===== config.mk =====
export PLATFORM = sky130hd
export DESIGN_NAME = autorange_oneshot
export DESIGN_NICKNAME = d
export VERILOG_FILES = /design/src/rtl/aot_pkg.sv /design/src/rtl/aot_range.sv /design/src/rtl/aot_tick.sv /design/src/rtl/autorange_oneshot.sv
export SDC_FILE = /design/constraint.sdc
export NUM_CORES = 1
export LEC_CHECK = 0
export ABC_AREA = 1
export CELL_PAD_IN_SITES_DETAIL_PLACEMENT = 0
export CELL_PAD_IN_SITES_GLOBAL_PLACEMENT = 1
export CORE_MARGIN = 3
export CORE_UTILIZATION = 44
export DETAILED_ROUTE_END_ITERATION = 16
export GPL_TIMING_DRIVEN = 0
export PLACE_DENSITY_LB_ADDON = 0.08
export SLEW_MARGIN = 40
export SYNTH_ARGS = -nofsm -noshare
export SYNTH_HDL_FRONTEND = slang
export SYNTH_SLANG_ARGS = --single-unit

===== constraint.sdc =====
create_clock -name clk -period 4.45 [get_ports clk]
set_clock_uncertainty 0.2 [all_clocks]
set_input_delay 0.6675 -clock clk [delete_from_list [all_inputs] [get_ports clk]]
set_output_delay 0.6675 -clock clk [all_outputs]
set_load 0.01 [all_outputs]

===== src/rtl/aot_pkg.sv =====
package aot_pkg;
  // clock cycles per microsecond expressed as a power of two
  localparam int unsigned AOT_BASE_EXP = 4;
  // largest prescale exponent the prescaler supports
  localparam int unsigned AOT_MAX_EXP  = 15;
  // compare / count register width
  localparam int unsigned AOT_CMP_W    = 16;
  // request and report width
  localparam int unsigned AOT_DLY_W    = 32;
endpackage


===== src/rtl/aot_range.sv =====
// Chooses the smallest extra scale that makes the request fit the compare width.
module aot_range #(
  parameter int unsigned DLY_W = 32,
  parameter int unsigned CMP_W = 16,
  parameter int unsigned MAX_S = 11,
  localparam int unsigned S_W  = $clog2(MAX_S + 1)
) (
  input  logic [DLY_W-1:0] dly_i,
  output logic [S_W-1:0]   scale_o,
  output logic [CMP_W-1:0] cmp_o
);
  logic [MAX_S:0]     fits;
  logic [DLY_W-1:0]   shifted;
  logic               sat;

  for (genvar e = 0; e <= MAX_S; e++) begin : g_fit
    assign fits[e] = ((dly_i >> e) >> CMP_W) == '0;
  end

  always_comb begin
    scale_o = S_W'(MAX_S);
    for (int e = MAX_S; e >= 0; e--) begin
      if (fits[e]) scale_o = S_W'(e);
    end
    sat     = !fits[MAX_S];
    shifted = dly_i >> scale_o;
    cmp_o   = sat ? '1 : shifted[CMP_W-1:0];
  end
endmodule


===== src/rtl/aot_tick.sv =====
// Programmable power-of-two prescaler; wrap_o marks the last cycle of each period.
module aot_tick #(
  parameter int unsigned MAX_EXP = 15,
  localparam int unsigned E_W    = $clog2(MAX_EXP + 1)
) (
  input  logic           clk,
  input  logic           rst_n,
  input  logic           clr_i,
  input  logic           run_i,
  input  logic [E_W-1:0] exp_i,
  output logic           wrap_o
);
  logic [MAX_EXP-1:0] pre_q;
  logic [MAX_EXP-1:0] mask;

  assign mask   = ~({MAX_EXP{1'b1}} << exp_i);
  assign wrap_o = run_i && (pre_q == mask);

  always_ff @(posedge clk or negedge rst_n) begin
    if (!rst_n)      pre_q <= '0;
    else if (clr_i)  pre_q <= '0;
    else if (run_i)  pre_q <= wrap_o ? '0 : pre_q + 1'b1;
  end
endmodule


===== src/rtl/autorange_oneshot.sv =====
module autorange_oneshot
  import aot_pkg::*;
#(
  parameter int unsigned DLY_W    = AOT_DLY_W,
  parameter int unsigned CMP_W    = AOT_CMP_W,
  parameter int unsigned BASE_EXP = AOT_BASE_EXP,
  parameter int unsigned MAX_EXP  = AOT_MAX_EXP
) (
  input  logic             clk,
  input  logic             rst_n,
  input  logic             req_valid,
  output logic             req_ready,
  input  logic [DLY_W-1:0] req_delay_us,
  input  logic             abort,
  output logic             busy,
  output logic             done,
  output logic             stopped,
  output logic [DLY_W-1:0] elapsed_us
);
  localparam int unsigned MAX_S = MAX_EXP - BASE_EXP;
  localparam int unsigned S_W   = $clog2(MAX_S + 1);
  localparam int unsigned E_W   = $clog2(MAX_EXP + 1);

  logic [S_W-1:0]   scale_sel, scale_q;
  logic [CMP_W-1:0] cmp_sel, cmp_q, cnt_q;
  logic             accept, wrap, finish;
  logic [E_W-1:0]   exp_q;

  aot_range #(.DLY_W(DLY_W), .CMP_W(CMP_W), .MAX_S(MAX_S)) i_range (
    .dly_i   (req_delay_us),
    .scale_o (scale_sel),
    .cmp_o   (cmp_sel)
  );

  assign exp_q = E_W'(BASE_EXP) + E_W'(scale_q);

  aot_tick #(.MAX_EXP(MAX_EXP)) i_tick (
    .clk    (clk),
    .rst_n  (rst_n),
    .clr_i  (accept),
    .run_i  (busy),
    .exp_i  (exp_q),
    .wrap_o (wrap)
  );

  assign req_ready = !busy;
  assign accept    = req_valid && !busy;
  assign finish    = (cmp_q == '0) ||
                     (wrap && ({1'b0, cnt_q} + 1'b1 == {1'b0, cmp_q}));

  always_ff @(posedge clk or negedge rst_n) begin
    if (!rst_n) begin
      busy       <= 1'b0;
      done       <= 1'b0;
      stopped    <= 1'b0;
      elapsed_us <= '0;
      scale_q    <= '0;
      cmp_q      <= '0;
      cnt_q      <= '0;
    end else begin
      done    <= 1'b0;
      stopped <= 1'b0;
      if (accept) begin
        busy    <= 1'b1;
        scale_q <= scale_sel;
        cmp_q   <= cmp_sel;
        cnt_q   <= '0;
      end else if (busy) begin
        if (abort) begin
          busy       <= 1'b0;
          stopped    <= 1'b1;
          elapsed_us <= DLY_W'(cnt_q) << scale_q;
        end else if (finish) begin
          busy       <= 1'b0;
          done       <= 1'b1;
          elapsed_us <= DLY_W'(cmp_q) << scale_q;
        end else if (wrap) begin
          cnt_q <= cnt_q + 1'b1;
        end
      end
    end
  end
endmodule


Word level (Yosys, flattened, before mapping) --
Cells that the tools add are included. Widths: inputs -> output; s select.
Cells by class: add/subtract/negate cells 4, equality and inequality tests 4, shifts and indexed selects 4, multiplexer cells 33, bitwise logic cells 2, reduce and logical (&&, ||, !) cells 23
Operators with widths (count):
- $logic_not 32->1 | 12
- $mux 16 | 6
- $mux 32 | 2
- $shl 16x4->32 | 2
- $mux 15 | 3
- $mux 4 | 10
- $shr 32x4->16 | 1
- $add 16x1->17 const B | 1
- $eq 17x16->1 | 1
- $add 16x1->16 const B | 1
- $logic_not 16->1 | 1
- $add 15x1->15 const B | 1
- $eq 15x15->1 | 1
- $not 15->15 | 1
- $shl 15x4->15 const A | 1
- $mux 1 | 12
- $reduce_bool 2->1 | 3
- $add 3x4->4 const A | 1
- $reduce_and 4->1 | 1
- $logic_and 1x1->1 | 3
- $reduce_and 3->1 | 1
- $ne 2x1->1 const B | 1
- $ne 2x2->1 const B | 1
- $logic_not 1->1 | 1
- other kinds (2) | 2
Word-level totals: register bits 86, bits of input ports 36, output and inout bits 36, logic and storage cells 78

Logic depth before layout (Yosys ltp) --
word-level depth 14, mapped depth 22, depth with buffers taken out 18

Cells and area by module --
A second synthesis with hierarchy kept.
Unflattened totals: cells, all modules 1177, area total of the unflattened synthesis 7274.5 um2
By module, submodules not included:
- autorange_oneshot | instances 1, cells each 680, area each 4628.2 um2, seq. area each 1751.7 um2
- aot_tick | instances 1, cells each 228, area each 1381.3 um2, seq. area each 375.4 um2
- aot_range | instances 1, cells each 269, area each 1265.0 um2, seq. area each 0.0 um2

Worst setup path after synthesis --
No wires, ideal clock.
kind register to register, start register scale_q[2], end register elapsed_us[10], library setup time 0.117 ns, data arrival time 2.690 ns, required time 4.133 ns, setup slack 1.443 ns, cell stages (with the launch flop) 22, path buffers 5, period minus slack after synthesis 3.007 ns, cells stage by stage dfrtp_1 > buf_2 > inv_1 > buf_4 > clkbuf_1 > ha_1 > buf_4 > clkinv_1 > nand2_1 > nand2_1 > nand2_1 > nor2_1 > nand3_1 > nor2_2 > nand4_1 > nor2_1 > nand2_2 > nand2_2 > nand2_4 > buf_2 > nand3_1 > nand2_1
On the way: cells in the longest elaborated chain, start to end 9, elaborated cells on any way between the ends 13, those cells by class add/sub: 1; eq/ne: 1; shift: 3; mux: 2; bitwise: 1; reduce/logical: 5
RTL lines:
- start, declared | RTL line autorange_oneshot.sv:24 | logic [S_W-1:0] scale_sel, scale_q;
- start signal, assigned | RTL line autorange_oneshot.sv:65 | scale_q <= scale_sel;
- $add 3x4->4 | RTL line autorange_oneshot.sv:35 | assign exp_q = E_W'(BASE_EXP) + E_W'(scale_q);
- $shl 15x4->15 | RTL line aot_tick.sv:16 | assign mask = ~({MAX_EXP{1'b1}} << exp_i);
- $not 15->15 | RTL line aot_tick.sv:16
- $eq 15x15->1 | RTL line aot_tick.sv:17 | assign wrap_o = run_i && (pre_q == mask);
- $logic_and 1x1->1 | RTL line aot_tick.sv:17
- $logic_and 1x1->1 | RTL line autorange_oneshot.sv:49 | (wrap && ({1'b0, cnt_q} + 1'b1 == {1'b0, cmp_q}));
- $logic_or 1x1->1 | RTL line autorange_oneshot.sv:48 | assign finish = (cmp_q == '0) ||
- $reduce_bool 2->1 (no source line)
- $reduce_and 3->1 (no source line)
- end signal, assigned | RTL line autorange_oneshot.sv:72 | elapsed_us <= DLY_W'(cnt_q) << scale_q;
- end signal, assigned | RTL line autorange_oneshot.sv:76 | elapsed_us <= DLY_W'(cmp_q) << scale_q;
- end, declared | RTL line autorange_oneshot.sv:18 | output logic [DLY_W-1:0] elapsed_us
Several ways; a longest one is shown, not always the timed one. The select of a mux whose other input is x is not followed. A chain may end at the register's enable or synchronous reset.

Final worst setup path --
start register scale_q[2], end register cnt_q[0]
On the way: cells in the longest elaborated chain, start to end 9, elaborated cells on any way between the ends 10, those cells by class add/sub: 1; eq/ne: 2; shift: 1; bitwise: 1; reduce/logical: 5
RTL lines:
- $add 3x4->4 * | RTL line autorange_oneshot.sv:35
- $shl 15x4->15 * | RTL line aot_tick.sv:16
- $not 15->15 * | RTL line aot_tick.sv:16
- $eq 15x15->1 * | RTL line aot_tick.sv:17
- $logic_and 1x1->1 * | RTL line aot_tick.sv:17
- $logic_and 1x1->1 | RTL line autorange_oneshot.sv:49
- $logic_or 1x1->1 | RTL line autorange_oneshot.sv:48
- $ne 2x2->1 (no source line)
- $reduce_and 4->1 (no source line) *
- end signal, assigned | RTL line autorange_oneshot.sv:78 | cnt_q <= cnt_q + 1'b1;
- end, declared | RTL line autorange_oneshot.sv:25 | logic [CMP_W-1:0] cmp_sel, cmp_q, cnt_q;
Every way passes the cells marked *; elsewhere a longest branch is shown, timed or not.

==> results.md <==
* Top fanout value on the critical path at 10
* Primary flip-flop cell chosen by synthesis mapping: sky130_fd_sc_hd__dfrtp_1
* DP Wirelength at around 16 mm
* Global-route wire length before repair at ~34 mm
* DRC errors left at 0
* Endpoint class of the critical path: flip-flop
* Placeable core area at about 15000 sq um
* Sequential cell area at about 2100 sq um
* Path type of the worst setup path: flip-flop to flip-flop
* Final Core Density at between 50% and 60%
* Period utilisation layout at a little over four fifths
* Cells after synthesis at 1061
* Final Hold Viols at 0
* FF+latch count, synth at 85
* Detail-routed net length per standard cell at around 16 microns
* Register-to-register path setup slack at 0.69 ns
* Die Outline Area at roughly 17000 sq um
* Cell count of the worst reg-to-reg path at 18
* Root Buffer: sky130_fd_sc_hd__clkbuf_16
* Synth unique cells at 47
* Clock tree from TritonCTS: done
* CP Launch Type: flip-flop
* Number of fill cells at 1578
* Arrival time of the worst setup path at 3.85 ns
* Number of global-route vias before repair at 6725
* TritonCTS Buffers at 9
* # port buffers at 70
* Share of synthesized area occupied by flip-flops and latches at between 30% and 40%
* Clock Path Buffers at 2
* Height of the chip at 130 microns
* Final critical delay including setup and external delays at ~3.8 ns
* Final-stage net count at between 1000 and 1500
* Vias/cell at approximately 5.5
* Worst skew pair latency at 0.35 ns
* Mean instance size in the synthesized netlist at 6.35 sq um
* Clock H-tree levels at 3
* Via count at 7319
* RSZ-0062 raised after global routing: false
* Total inserted antenna cells at 0
* Inst Count DP at 1316
* Slew @ Worst Pin at approximately 0.75 ns
* Tightest slew margin relative to the limit at ~50%
* Final weighted congestion in routability-driven placement at between 0.9 and 1
* Hold-critical path depth at 2
* Pre-Repair DR Iteration Count at 5
* Width of the die at approximately 130 microns
* Run status: finished, final reports clean
* Most area-hungry cell type in the Yosys netlist: sky130_fd_sc_hd__dfrtp_1
* Post-detailed-route count of antenna-violating nets at 0
* Required @ worst endpoint at roughly 4.5 ns
* IR drop worst, VDD at a little over 0.2 mV
* Final global-route overflow total at 0
* DRC violation total after the first TritonRoute iteration at around 520
* Number of enable-type register cells in the synthesized netlist at 0
* Ranking of synthesized cells by area: sky130_fd_sc_hd__dfrtp_1 (32%), sky130_fd_sc_hd__nand2_1 (18%), sky130_fd_sc_hd__nand3_1 (14%)
* Worst Hold Slack at approximately 0.3 ns
* Netlist area before placement at roughly 6700 sq um
* Fraction of synthesis flops using an asynchronous set or reset pin at 100%
* Max cap viols at 0
* TritonCTS Sinks at 85
* Number of instances resized during post-cts repair at 0
* Count of hold buffers inserted by post-cts repair at 1
* Cell leakage power at 0.00381 uW
* Count of warnings emitted by yosys at 0
* Total routing usage reported by global routing at around a quarter
* Initial Utilization at 45.7%
* Pwr Density at 317 nW/um^2
* Synth Net Count at 1101
* I/O pin count at just over 70
* Multi-input combinational cell area at 3970 sq um
* Row Count at 44
* Fraction of post-synthesis cell area in the top cell type by area at about a third
* Finished Layout Cells at between 1000 and 1500
* Reg clk slew, reported paths at around 0.06 ns
* Share of post-route cells with drive strength above 1 at around 6.4%
* Initial antenna violation count at 0
* Number of failing setup endpoints in the final timing report at 0
* Highest achievable clock rate at roughly 270 MHz
* Slew Viols, Final at 0
* Total Routed Length at between 20 and 25 mm
* Largest net degree at the start of global routing at 53
* Worst Hold Class: flip-flop to flip-flop
* Syn-to-layout area delta at 19.0%
* Setup repair bufs after CTS at 0
-- worst max-delay path, stage by stage (launching register included) --
cell and delay, ns:
sky130_fd_sc_hd__dfrtp_1 0.40, sky130_fd_sc_hd__buf_2 0.18, sky130_fd_sc_hd__inv_1 0.08, sky130_fd_sc_hd__buf_4 0.16
sky130_fd_sc_hd__clkbuf_1 0.41, sky130_fd_sc_hd__ha_1 0.21, sky130_fd_sc_hd__buf_4 0.16, sky130_fd_sc_hd__clkinv_1 0.21
sky130_fd_sc_hd__nand2_1 0.17, sky130_fd_sc_hd__xor2_1 0.15, sky130_fd_sc_hd__nand2_1 0.08, sky130_fd_sc_hd__nor2_1 0.21
sky130_fd_sc_hd__nand4_1 0.18, sky130_fd_sc_hd__nor2_1 0.17, sky130_fd_sc_hd__nand2_2 0.09, sky130_fd_sc_hd__nand3_2 0.12
sky130_fd_sc_hd__clkbuf_2 0.30, sky130_fd_sc_hd__nand3_1 0.13, sky130_fd_sc_hd__nand2_1 0.10
-- power by group --
group          switching [uW]  leakage [uW]  internal, uW
clock                     304      0.000154           500
combinational             465       0.00260           335
sequential               71.4       0.00106           864
-- registers in the layout, indices dropped and copies added (netlist names) --
| name | cells |
|---|---|
| done | 1 |
| cnt_q | 16 |
| stopped | 1 |
| elapsed_us | 31 |
| cmp_q | 16 |
| busy | 1 |
| scale_q | 4 |
| i_tick.pre_q | 15 |
-- layout by cell type, fill, tap and decap left out, types with 2 or more instances in the layout --
master	instances
sky130_fd_sc_hd__nand2_1	325
sky130_fd_sc_hd__nand3_1	193
sky130_fd_sc_hd__nor2_1	91
sky130_fd_sc_hd__inv_1	86
sky130_fd_sc_hd__dfrtp_1	85
sky130_fd_sc_hd__o21ai_0	78
sky130_fd_sc_hd__clkdlybuf4s50_1	69
sky130_fd_sc_hd__clkbuf_1	25
sky130_fd_sc_hd__nand4_1	17
sky130_fd_sc_hd__a21oi_1	16
sky130_fd_sc_hd__o21ai_1	15
sky130_fd_sc_hd__mux2i_1	15
sky130_fd_sc_hd__buf_2	13
sky130_fd_sc_hd__clkbuf_16	9
sky130_fd_sc_hd__nor4_1	8
sky130_fd_sc_hd__nor3_1	8
sky130_fd_sc_hd__buf_6	8
sky130_fd_sc_hd__nand2_2	8
sky130_fd_sc_hd__xor2_1	7
sky130_fd_sc_hd__nor2_2	6
sky130_fd_sc_hd__o22ai_1	5
sky130_fd_sc_hd__buf_4	5
sky130_fd_sc_hd__nand3b_1	5
sky130_fd_sc_hd__nand3_2	4
sky130_fd_sc_hd__ha_1	4
sky130_fd_sc_hd__buf_1	3
sky130_fd_sc_hd__xnor2_1	3
sky130_fd_sc_hd__a31oi_1	3
sky130_fd_sc_hd__clkinv_1	3
sky130_fd_sc_hd__nor2_4	2
sky130_fd_sc_hd__inv_2	2
sky130_fd_sc_hd__nand2_4	2
sky130_fd_sc_hd__clkinv_2	2
sky130_fd_sc_hd__bufinv_16	2
-- per-layer routing --
metal | vias up | routed length, microns | part of all wire, % | track usage [%]
met5 | - | 0 | 0 | 0
met4 | 0 | 474 | 2.3 | 7.89
met3 | 29 | 1120 | 5.4 | 4.58
met2 | 203 | 9800 | 47 | 42.5
met1 | 3422 | 9400 | 45 | 33.9
li1 | 3665 | - | - | -
-- final cells by class --
class,instances,area share (%)
Multi-Input combinational cell,829,49.4
Sequential cell,85,26.5
Clock buffer,10,2.98
Tap cell,184,2.87
Timing Repair Buffer,72,9.22
Buffer,54,3.64
Inverter,93,4.40
Clock inverter,4,0.921
-- cell usage after synthesis (2+ instances only) --
cell / number
sky130_fd_sc_hd__nor2_4: 2
sky130_fd_sc_hd__nor4_1: 8
sky130_fd_sc_hd__clkbuf_1: 25
sky130_fd_sc_hd__o22ai_1: 5
sky130_fd_sc_hd__mux2i_1: 15
sky130_fd_sc_hd__buf_4: 5
sky130_fd_sc_hd__buf_6: 7
sky130_fd_sc_hd__inv_2: 2
sky130_fd_sc_hd__a21oi_1: 16
sky130_fd_sc_hd__nand3b_1: 5
sky130_fd_sc_hd__o21ai_1: 15
sky130_fd_sc_hd__buf_2: 13
sky130_fd_sc_hd__dfrtp_1: 85
sky130_fd_sc_hd__nand3_1: 193
sky130_fd_sc_hd__ha_1: 4
sky130_fd_sc_hd__nand3_2: 4
sky130_fd_sc_hd__nor3_1: 8
sky130_fd_sc_hd__o21ai_0: 78
sky130_fd_sc_hd__nand2_1: 325
sky130_fd_sc_hd__buf_1: 3
sky130_fd_sc_hd__xnor2_1: 3
sky130_fd_sc_hd__nor2_2: 6
sky130_fd_sc_hd__nand2_4: 2
sky130_fd_sc_hd__nand2_2: 8
sky130_fd_sc_hd__a31oi_1: 3
sky130_fd_sc_hd__xor2_1: 7
sky130_fd_sc_hd__nand4_1: 17
sky130_fd_sc_hd__inv_1: 86
sky130_fd_sc_hd__nor2_1: 91
sky130_fd_sc_hd__clkinv_1: 3
-- logic make-up after synthesis --
group                    share of synthesized area (%)
XOR/XNOR                                          1.54
multiplexers                                      2.23
adder cells (fa/ha/maj)                          0.743
other                                           0.0557
buffers and inverters                             9.57
flip-flops                                        31.6
AND/OR/NAND/NOR                                   44.3
AO/OA/AOI/OAI                                     10.0
-- metrics by stage --
step | setup WS, ns | instance area (sq um) | setup TNS (ns) | total power, uW
floorplan | 1.44 | 6740 | 0 | 1420
global placement | -0.699 | 7670 | -58.93 | 1740
detailed placement | 0.686 | 7700 | 0 | 1750
CTS | 0.675 | 8020 | 0 | 2560
global route | 0.258 | 8020 | 0 | 2710
finish | 0.692 | 8020 | 0 | 2540
-- final timing paths --
| path | from | end |
|---|---|---|
| max in group asynchronous | rst_n | elapsed_us[27]$_DFFE_PN0P_ |
| min in group asynchronous | rst_n | i_tick.pre_q[9]$_DFFE_PN0P_ |
| worst min-delay path | elapsed_us[3]$_DFFE_PN0P_ | elapsed_us[3]$_DFFE_PN0P_ |
| worst min register to register | elapsed_us[3]$_DFFE_PN0P_ | elapsed_us[3]$_DFFE_PN0P_ |
| worst max register to register | scale_q[2]$_DFFE_PN0P_ | cnt_q[0]$_DFFE_PN0P_ |
| worst max-delay path | scale_q[2]$_DFFE_PN0P_ | cnt_q[0]$_DFFE_PN0P_ |
No activity file was read; power rests on OpenSTA's default activity.
